--- src/rtl/sdb_pkg.sv ---
package sdb_pkg;

    localparam int NUM_CH  = 5;
    localparam int FIELD_W = 3;
    localparam int CFG_W   = NUM_CH * FIELD_W;
    localparam int MAX_DLY = (1 << FIELD_W) - 1;

    localparam int PIX_W = 12;
    localparam int WGT_W = 12;
    localparam int FMT_W = 1;
    localparam int RND_W = 2;

    // Channel order follows the field order of the configuration word.
    typedef enum int {
        CH_PIX_A = 0,
        CH_PIX_B = 1,
        CH_WGT   = 2,
        CH_FMT   = 3,
        CH_RND   = 4
    } sdb_chan_e;

    // The last member sits in the LSBs, so pixel A packs at offset 0.
    typedef struct packed {
        logic [RND_W-1:0] rnd;
        logic [FMT_W-1:0] fmt;
        logic [WGT_W-1:0] wgt;
        logic [PIX_W-1:0] pix_b;
        logic [PIX_W-1:0] pix_a;
    } sdb_bundle_t;

    localparam int BUNDLE_W = $bits(sdb_bundle_t);

    function automatic int ch_width(input int ch);
        case (ch)
            CH_PIX_A: return PIX_W;
            CH_PIX_B: return PIX_W;
            CH_WGT:   return WGT_W;
            CH_FMT:   return FMT_W;
            default:  return RND_W;
        endcase
    endfunction

    function automatic int ch_offset(input int ch);
        int acc;
        acc = 0;
        for (int k = 0; k < ch; k++) acc += ch_width(k);
        return acc;
    endfunction

endpackage

--- src/rtl/sdb_cfg_loader.sv ---
module sdb_cfg_loader #(
    parameter int CFG_W  = 15,
    parameter int SYNC_N = 2
) (
    input  logic             clk,
    input  logic             rst,
    input  logic             ser_bit,
    input  logic             ser_strobe,
    input  logic             bypass,
    output logic [CFG_W-1:0] cfg
);

    // Strobe and data travel through synchroniser chains of equal depth,
    // so the data bit arrives in step with its strobe edge.
    logic [SYNC_N-1:0] stb_sync;
    logic [SYNC_N-1:0] bit_sync;
    logic              stb_prev;
    logic              stb_rise;

    always_ff @(posedge clk) begin
        if (rst) begin
            stb_sync <= '0;
            bit_sync <= '0;
            stb_prev <= 1'b0;
        end else begin
            stb_sync <= {stb_sync[SYNC_N-2:0], ser_strobe};
            bit_sync <= {bit_sync[SYNC_N-2:0], ser_bit};
            stb_prev <= stb_sync[SYNC_N-1];
        end
    end

    assign stb_rise = stb_sync[SYNC_N-1] & ~stb_prev;

    // New bits enter at the top; the first bit sent drifts down to bit 0.
    always_ff @(posedge clk) begin
        if (rst) begin
            cfg <= '0;
        end else if (bypass) begin
            cfg <= '0;
        end else if (stb_rise) begin
            cfg <= {bit_sync[SYNC_N-1], cfg[CFG_W-1:1]};
        end
    end


    shift_down_chk: assert property (@(posedge clk) disable iff (rst)
        (stb_rise && !bypass) |=> (cfg[CFG_W-2:0] == $past(cfg[CFG_W-1:1])));


    hold_stable_chk: assert property (@(posedge clk) disable iff (rst)
        (!stb_rise && !bypass) |=> $stable(cfg));


    bypass_clear_chk: assert property (@(posedge clk) disable iff (rst)
        bypass |=> (cfg == '0));


    reset_zero_chk: assert property (@(posedge clk)
        rst |=> (cfg == '0));

endmodule

--- src/rtl/sdb_sel_decode.sv ---
module sdb_sel_decode #(
    parameter int NUM_CH  = 5,
    parameter int FIELD_W = 3,
    localparam int CFG_W  = NUM_CH * FIELD_W
) (
    input  logic             clk,
    input  logic             rst,
    input  logic [CFG_W-1:0] cfg,
    input  logic             bypass,
    output logic [CFG_W-1:0] sel_flat
);

    for (genvar c = 0; c < NUM_CH; c++) begin : g_field
        always_comb begin
            sel_flat[c*FIELD_W +: FIELD_W] =
                bypass ? '0 : cfg[c*FIELD_W +: FIELD_W];
        end
    end


    bypass_sel_zero_chk: assert property (@(posedge clk) disable iff (rst)
        bypass |-> (sel_flat == '0));

endmodule

--- src/rtl/sdb_tap_line.sv ---
module sdb_tap_line #(
    parameter int W     = 12,
    parameter int DEPTH = 7,
    parameter int SEL_W = 3
) (
    input  logic             clk,
    input  logic             rst,
    input  logic [SEL_W-1:0] sel,
    input  logic [W-1:0]     din,
    output logic [W-1:0]     dout
);

    logic [W-1:0] stg [DEPTH];

    always_ff @(posedge clk) begin
        if (rst) begin
            for (int k = 0; k < DEPTH; k++) stg[k] <= '0;
        end else begin
            stg[0] <= din;
            for (int k = 1; k < DEPTH; k++) stg[k] <= stg[k-1];
        end
    end

    // A count of zero takes the input straight through; count n picks stg[n-1].
    always_comb begin
        dout = din;
        for (int k = 0; k < DEPTH; k++) begin
            if (int'(sel) == k + 1) dout = stg[k];
        end
    end


    first_stage_chk: assert property (@(posedge clk) disable iff (rst)
        !rst |=> (stg[0] == $past(din)));


    tap_one_chk: assert property (@(posedge clk) disable iff (rst)
        !rst |=> ((sel != SEL_W'(1)) || (dout == $past(din))));


    zero_pass_chk: assert property (@(posedge clk) disable iff (rst)
        (sel == '0) |-> (dout == din));

endmodule

--- src/rtl/sigdelay_bank.sv ---
module sigdelay_bank
    import sdb_pkg::*;
#(
    parameter int SYNC_STAGES = 2
) (
    input  logic             clk,
    input  logic             rst,
    input  logic             ser_bit,
    input  logic             ser_strobe,
    input  logic             bypass,
    input  logic [PIX_W-1:0] pix_a_in,
    input  logic [PIX_W-1:0] pix_b_in,
    input  logic [WGT_W-1:0] wgt_in,
    input  logic [FMT_W-1:0] fmt_in,
    input  logic [RND_W-1:0] rnd_in,
    output logic [PIX_W-1:0] pix_a_out,
    output logic [PIX_W-1:0] pix_b_out,
    output logic [WGT_W-1:0] wgt_out,
    output logic [FMT_W-1:0] fmt_out,
    output logic [RND_W-1:0] rnd_out
);

    logic [CFG_W-1:0]    cfg_word;
    logic [CFG_W-1:0]    sel_flat;
    sdb_bundle_t         in_b;
    sdb_bundle_t         out_b;
    logic [BUNDLE_W-1:0] in_flat;
    logic [BUNDLE_W-1:0] out_flat;

    sdb_cfg_loader #(
        .CFG_W (CFG_W),
        .SYNC_N(SYNC_STAGES)
    ) u_cfg (
        .clk       (clk),
        .rst       (rst),
        .ser_bit   (ser_bit),
        .ser_strobe(ser_strobe),
        .bypass    (bypass),
        .cfg       (cfg_word)
    );

    sdb_sel_decode #(
        .NUM_CH (NUM_CH),
        .FIELD_W(FIELD_W)
    ) u_sel (
        .clk     (clk),
        .rst     (rst),
        .cfg     (cfg_word),
        .bypass  (bypass),
        .sel_flat(sel_flat)
    );

    always_comb begin
        in_b.pix_a = pix_a_in;
        in_b.pix_b = pix_b_in;
        in_b.wgt   = wgt_in;
        in_b.fmt   = fmt_in;
        in_b.rnd   = rnd_in;
    end

    assign in_flat = in_b;

    for (genvar c = 0; c < NUM_CH; c++) begin : g_ch
        localparam int CW  = ch_width(c);
        localparam int OFS = ch_offset(c);

        sdb_tap_line #(
            .W    (CW),
            .DEPTH(MAX_DLY),
            .SEL_W(FIELD_W)
        ) u_line (
            .clk (clk),
            .rst (rst),
            .sel (sel_flat[c*FIELD_W +: FIELD_W]),
            .din (in_flat[OFS +: CW]),
            .dout(out_flat[OFS +: CW])
        );
    end

    assign out_b     = sdb_bundle_t'(out_flat);
    assign pix_a_out = out_b.pix_a;
    assign pix_b_out = out_b.pix_b;
    assign wgt_out   = out_b.wgt;
    assign fmt_out   = out_b.fmt;
    assign rnd_out   = out_b.rnd;


    bypass_passthru_chk: assert property (@(posedge clk) disable iff (rst)
        bypass |-> ({rnd_out, fmt_out, wgt_out, pix_b_out, pix_a_out} ==
                    {rnd_in, fmt_in, wgt_in, pix_b_in, pix_a_in}));

endmodule

--- config.mk ---
export PLATFORM = sky130hd
export DESIGN_NAME = sigdelay_bank
export DESIGN_NICKNAME = d
export VERILOG_FILES = /design/src/rtl/sdb_pkg.sv /design/src/rtl/sdb_cfg_loader.sv /design/src/rtl/sdb_sel_decode.sv /design/src/rtl/sdb_tap_line.sv /design/src/rtl/sigdelay_bank.sv
export SDC_FILE = /design/constraint.sdc
export NUM_CORES = 1
export LEC_CHECK = 0
export BUFFER_PORTS_ARGS = -buffer_cell sky130_fd_sc_hd__buf_4
export CAP_MARGIN = 20
export CORE_MARGIN = 4
export CORE_UTILIZATION = 65
export DETAILED_ROUTE_END_ITERATION = 6
export PLACE_DENSITY_LB_ADDON = 0.1
export SETUP_SLACK_MARGIN = 0.4
export SYNTH_ARGS = -nofsm -noshare
export SYNTH_HDL_FRONTEND = slang
export SYNTH_SLANG_ARGS = --single-unit
--- constraint.sdc ---
create_clock -name clk -period 3.3 [get_ports clk]
set_input_delay 0.165 -clock clk [delete_from_list [all_inputs] [get_ports clk]]
set_output_delay 0.165 -clock clk [all_outputs]
set_load 0.01 [all_outputs]
* Word level (Yosys, flattened, before mapping) *
Memory sizes are Yosys's and may differ from the RTL's.
Cells that the tools add are included.
W data, S select, Z words.

operators by class
  equality and inequality tests = 35
  mux-type cells = 78
  bitwise operators = 37
  reduce and logical (&&, ||, !) cells = 1

operators with widths
  operator              number
  $mux W12              42
  $eq A3 B3 Y1 const B  20
  $or A1 B1 Y1          35
  $eq A3 B2 Y1 const B  10
  $mux W2               14
  $mux W1               17
  $eq A3 B1 Y1 const B  5
  $mux W3               5
  $reduce_or A2 Y1      1
  $and A1 B1 Y1         1
  $not A1 Y1            1

storage, ports and cells
  flip-flop bits (word level) = 20
  RAM bits = 273
  bits of input ports = 44
  output and inout port bits = 39
  logic and storage cells = 160
  memories = 5

memories
  memory              depth  width  rd ports  clocked after memory_dff  wr ports  line                RTL
  g_ch[0].u_line.stg  7      12     7         0                         7         sdb_tap_line.sv:13  logic [W-1:0] stg [DEPTH];
  g_ch[1].u_line.stg  7      12     7         0                         7         sdb_tap_line.sv:13
  g_ch[2].u_line.stg  7      12     7         0                         7         sdb_tap_line.sv:13
  g_ch[4].u_line.stg  7      2      7         0                         7         sdb_tap_line.sv:13
  g_ch[3].u_line.stg  7      1      7         0                         7         sdb_tap_line.sv:13

* Longest topological paths before layout *
  word-level depth = 9
  mapped depth = 6
  mapped depth without buffers = 4

* Modules after synthesis *
A second synthesis with hierarchy kept.

unflattened totals
  cells, all modules = 950
  area, all modules = 10985.5 um^2

modules (own cells, without submodules)
  module                             times used  cells an instance  area each (um^2)  seq. area each (um^2)
  sdb_tap_line (g_ch[0].u_line ...)  3           264                3106.7            1681.6
  sdb_cfg_loader                     1           77                 732.0             400.4
  sdb_tap_line (g_ch[4].u_line)      1           48                 553.0             280.3
  sdb_tap_line (g_ch[3].u_line)      1           17                 247.7             140.1
  sdb_sel_decode                     1           16                 132.6             0.0

* Least setup slack after synthesis *
OpenSTA, ideal clock, no wires.

  path kind = register -> output
  start = reg u_cfg.cfg[4]
  end = out pix_b_out[10]
  arrival time = 1199 ps
  required time = 3135 ps
  slack = 1936 ps
  cell stages (with the launch flop) = 7
  buffers on the path = 2
  path through = dfxtp_1 buf_4 nor2_1 nor3_4 buf_4 o221ai_1 a21oi_1

between the ends
  word-level cells in the longest chain between the ends = 9
  elaborated cells between the ends (all ways) = 15

ends and longest elaborated chain
  what                      line                  RTL
  start: declaration        sdb_cfg_loader.sv:10  output logic [CFG_W-1:0] cfg
  start signal: assignment  sdb_cfg_loader.sv:41  cfg <= {bit_sync[SYNC_N-1], cfg[CFG_W-1:1]};
  $mux W3 *                 sdb_sel_decode.sv:16  bypass ? '0 : cfg[c*FIELD_W +: FIELD_W];
  $eq A3 B2 Y1              sdb_tap_line.sv:28    if (int'(sel) == k + 1) dout = stg[k];
  $mux W12 (6 in series)    sdb_tap_line.sv:28
  $mux W12 *                sdb_tap_line.sv:28
  end: declaration          sigdelay_bank.sv:17   output logic [PIX_W-1:0] pix_b_out,

Mark *: on every way between the ends. The rest lies on a longest branch, timed or not.

* Worst setup path in the final report *
  start = reg u_cfg.cfg[2]
  end = out pix_a_out[5]

between the ends
  word-level cells in the longest chain between the ends = 9
  elaborated cells between the ends (all ways) = 15

ends and longest elaborated chain
  what                    line                  RTL
  $mux W3 *               sdb_sel_decode.sv:16
  $eq A3 B2 Y1            sdb_tap_line.sv:28
  $mux W12 (6 in series)  sdb_tap_line.sv:28
  $mux W12 *              sdb_tap_line.sv:28
  end: declaration        sigdelay_bank.sv:16   output logic [PIX_W-1:0] pix_a_out,

Marks and branches as above.

==> impl_results.rst <==
.. list-table::
   :header-rows: 1

   * - Metric
     - Value
   * - Result of the run
     - finished clean
   * - Most repeated cell in the gate-level netlist after synthesis
     - nor2b_1
   * - Hold Path Sink
     - g_ch[0].u_line.stg[0][9]$_SDFF_PP0_
   * - Clock-pin slew on the worst setup and hold paths
     - roughly 0.06 ns
   * - Max-Slew Margin vs Limit
     - 45.2%
   * - R2R setup slack
     - 1.93 ns
   * - Static power due to leakage
     - 5.40 nW
   * - Die X-Extent
     - roughly 140 µm
   * - Worst hold path class
     - in2reg
   * - Number of placed I/O pins
     - 83
   * - Vias in the first global route
     - around 8600
   * - First-pass GRT wire length
     - 41900 µm
   * - Fraction of registers with async set or reset after synthesis
     - 0%
   * - Depth of the most critical reg-to-reg path
     - 3
   * - Origin of the worst min-delay path
     - rst
   * - Sort of element at the end of the critical path
     - output pin
   * - Final setup skew
     - 0.00552 ns
   * - Kind of launch point of the worst setup path
     - flop
   * - Final non-filler cell area
     - 14100 µm²
   * - Via/cell ratio
     - 5.61
   * - Hold Vio Cnt, Final
     - 0
   * - Largest fanout on the critical path
     - 17
   * - Gate Count Post-Synth
     - around 1300
   * - Via Count
     - 9063
   * - Reg2Reg Capture Point
     - u_cfg.cfg[1]$_SDFFE_PP0P_
   * - Share of the synthesized area in the top cell type
     - between 40% and 50%
   * - Post-synthesis to final-layout area growth
     - 15.8%
   * - Shortest period the worst path allows
     - 2.77 ns
   * - Overflow after GRT
     - 0
   * - Final routed DRC violation total
     - 0
   * - Pins over their slew limit
     - 0
   * - RSZ-0062 raised after global routing
     - false
   * - Most used standard cells in the synthesized netlist
     - nor2b_1 (381), dfxtp_1 (293), nand2_1 (65)
   * - Clock tree from TritonCTS
     - done
   * - Maximum number of pins on one net before global-route repair
     - 131
   * - #FFs+latches synth
     - 293
   * - Clock sink count
     - 293
   * - Pin slew with the least headroom to its limit
     - approximately 0.8 ns
   * - Power density normalized to cell area
     - 543 nW/µm²
   * - Final routed wire length divided by cell count
     - 15.8 µm
   * - Number of placement rows
     - between 40 and 50
   * - Maximum number of buffers from clock root to sink
     - 3
   * - Final net count
     - 1409
   * - CTS root buffer
     - clkbuf_16
   * - Routability cong.
     - 0.772
   * - Maximum VDD drop
     - roughly 0.55 mV
   * - Final period util
     - about 84%
   * - Cell area after placement
     - 12600 µm²
   * - Initial antenna violation count
     - 0
   * - Sequential-to-total area share from yosys stat
     - 48.2%
   * - # diodes
     - 0
   * - Data required time of the critical path
     - 3.13 ns
   * - Hold Path Depth
     - 2
   * - Worst Path Arrival
     - 2.61 ns
   * - Main flop type after synthesis
     - dfxtp_1
   * - Initial cell density of the core
     - approximately two thirds
   * - F_max
     - about 360 MHz
   * - Final core occ
     - 77.4%
   * - Full die area
     - 21000 µm²
   * - Detailed-routing iteration count for the pre-antenna-repair pass
     - 5
   * - Initial DRC count
     - 580
   * - Number of nets still failing antenna checks after routing
     - 0
   * - Cell variety after synth
     - 40
   * - Cell type contributing the most total cell area after synthesis
     - dfxtp_1
   * - CTS HTree Levels
     - 1
   * - Ranking of synthesized cells by area
     - dfxtp_1 (48%), nor2b_1 (20%), mux2i_1 (3.0%)
   * - GR Util All Layers
     - 24.0%
   * - Number of enable flip-flop cells after synthesis
     - 0
   * - Source-to-sink clock delay at the later pin of the worst-skew pair
     - between 0.5 and 0.6 ns
   * - Ys Warns
     - 0
   * - WS Path Type
     - reg2out
   * - Fraction of final layout cells sized beyond drive strength 1
     - 11.9%
   * - Area of the placeable core
     - 18200 µm²
   * - Total CTS buffers
     - 29
   * - Height of the die
     - around 140 µm
   * - Critical R2R Launch
     - u_cfg.cfg[2]$_SDFFE_PP0P_
   * - # port buffers
     - 82
   * - Worst hold slack
     - around 0.26 ns
   * - Final count of negative-setup-slack endpoints
     - 0
   * - Detailed Route WL
     - between 20000 and 30000 µm
   * - Post-Syn Area per Cell
     - about 9.3 µm²
   * - Number of max-cap violations
     - 0
   * - HPWL after DPL
     - 14800 µm
   * - Final total negative setup slack
     - 0 ns
   * - Area of the mapped netlist
     - 12200 µm²
   * - Syn nets
     - around 1400
==> where the power goes <==
group | switching, W | leakage, nW | total, W | internal, W
clock | 0.00134 | 0.533 | 0.00363 | 0.00229
sequential | 0.0000375 | 2.39 | 0.00365 | 0.00361
combinational | 0.000186 | 2.48 | 0.000376 | 0.000189
total | 0.00157 | 5.40 | 0.00766 | 0.00609
==> routing by layer <==
layer  GRT usage, %  vias to the layer above  part of all wire, %
met5              0                        -                    0
met4           5.60                        0                  1.8
met3           2.96                       37                  3.9
met2           39.5                      168                   47
met1           33.9                     4282                   47
li1               -                     4576                    -
==> registers in the layout, summed over array words and instances (netlist names) <==
signal           count
u_cfg.bit_sync       2
u_cfg.stb_prev       1
u_cfg.stb_sync       2
u_cfg.cfg           15
g_ch.u_line.stg    273
==> critical path, stage by stage (launching register included) <==
cell	delay (ns)
dfxtp_1	0.70
nand3b_1	0.61
a211oi_1	0.47
a21oi_1	0.13
buf_4	0.17
==> worst max path at each step <==
stage | startpoint | endpoint | depth (start not counted)
after global placement | u_cfg.cfg[4]$_SDFFE_PP0P_ | pix_b_out[7] | 5
after global routing | u_cfg.cfg[2]$_SDFFE_PP0P_ | pix_a_out[3] | 4
final | u_cfg.cfg[2]$_SDFFE_PP0P_ | pix_a_out[5] | 4
after detailed placement | u_cfg.cfg[4]$_SDFFE_PP0P_ | pix_b_out[5] | 5
after floorplan | u_cfg.cfg[4]$_SDFFE_PP0P_ | pix_b_out[10] | 6
after CTS | u_cfg.cfg[4]$_SDFFE_PP0P_ | pix_b_out[5] | 5
==> cell type report <==
class	count	area, µm²
Sequential cell	293	5880
Multi-Input combinational cell	895	5650
Fill cell	1327	4110
Timing Repair Buffer	144	1200
Clock buffer	37	816
Tap cell	229	287
Clock inverter	16	258
Inverter	2	7.51
==> cells by family after synthesis <==
| kind of cell | after synthesis | share of synthesized area, % |
|---|---|---|
| mux | 36 | 2.96 |
| compound gates | 295 | 16.2 |
| flops | 293 | 48.2 |
| simple gates | 561 | 27.0 |
| buf+inv | 120 | 5.42 |
| xor+xnor | 3 | 0.216 |
==> layout by cell type, fill, tap and decap left out, types with 2 or more instances in the layout <==
cell / count
nor3_1: 3
o21ai_0: 46
nand3b_1: 3
dfxtp_1: 286
nand2_1: 65
o221ai_1: 36
nor4_1: 37
a22o_1: 38
clkbuf_16: 29
clkbuf_8: 7
and2b_1: 10
o21ai_1: 32
nor2_1: 46
buf_4: 101
mux2i_1: 36
nand2b_1: 6
nor3b_1: 2
o21bai_1: 3
dlygate4sd3_1: 41
nand3_1: 2
a211oi_1: 38
nor3_4: 2
a21oi_1: 54
clkbuf_1: 2
clkinv_2: 8
bufinv_16: 7
nor2b_1: 381
a21o_1: 37
o32ai_1: 2
xor2_1: 3
o22ai_1: 2
dfxtp_2: 6
inv_1: 2
a21boi_0: 2
==> through the flow <==
step / setup slack, ns / cells / power, W
detailed placement: 1.03 / 1521 / 0.00406
global placement: 1.04 / 1521 / 0.00406
floorplan: 1.94 / 1308 / 0.00392
global route: 0.429 / 1616 / 0.00792
CTS: 0.461 / 1615 / 0.00772
finish: 0.527 / 1616 / 0.00766
==> what timing repair did <==
item | in CTS | in global routing
endpoints found under the setup margin | 0 | 19
setup buffers | 0 | 1
hold buffers | 41 | 0
gates resized for setup | 0 | 2
endpoints found under the hold margin | 41 | 0
No activity file was read; power rests on OpenSTA's default activity.
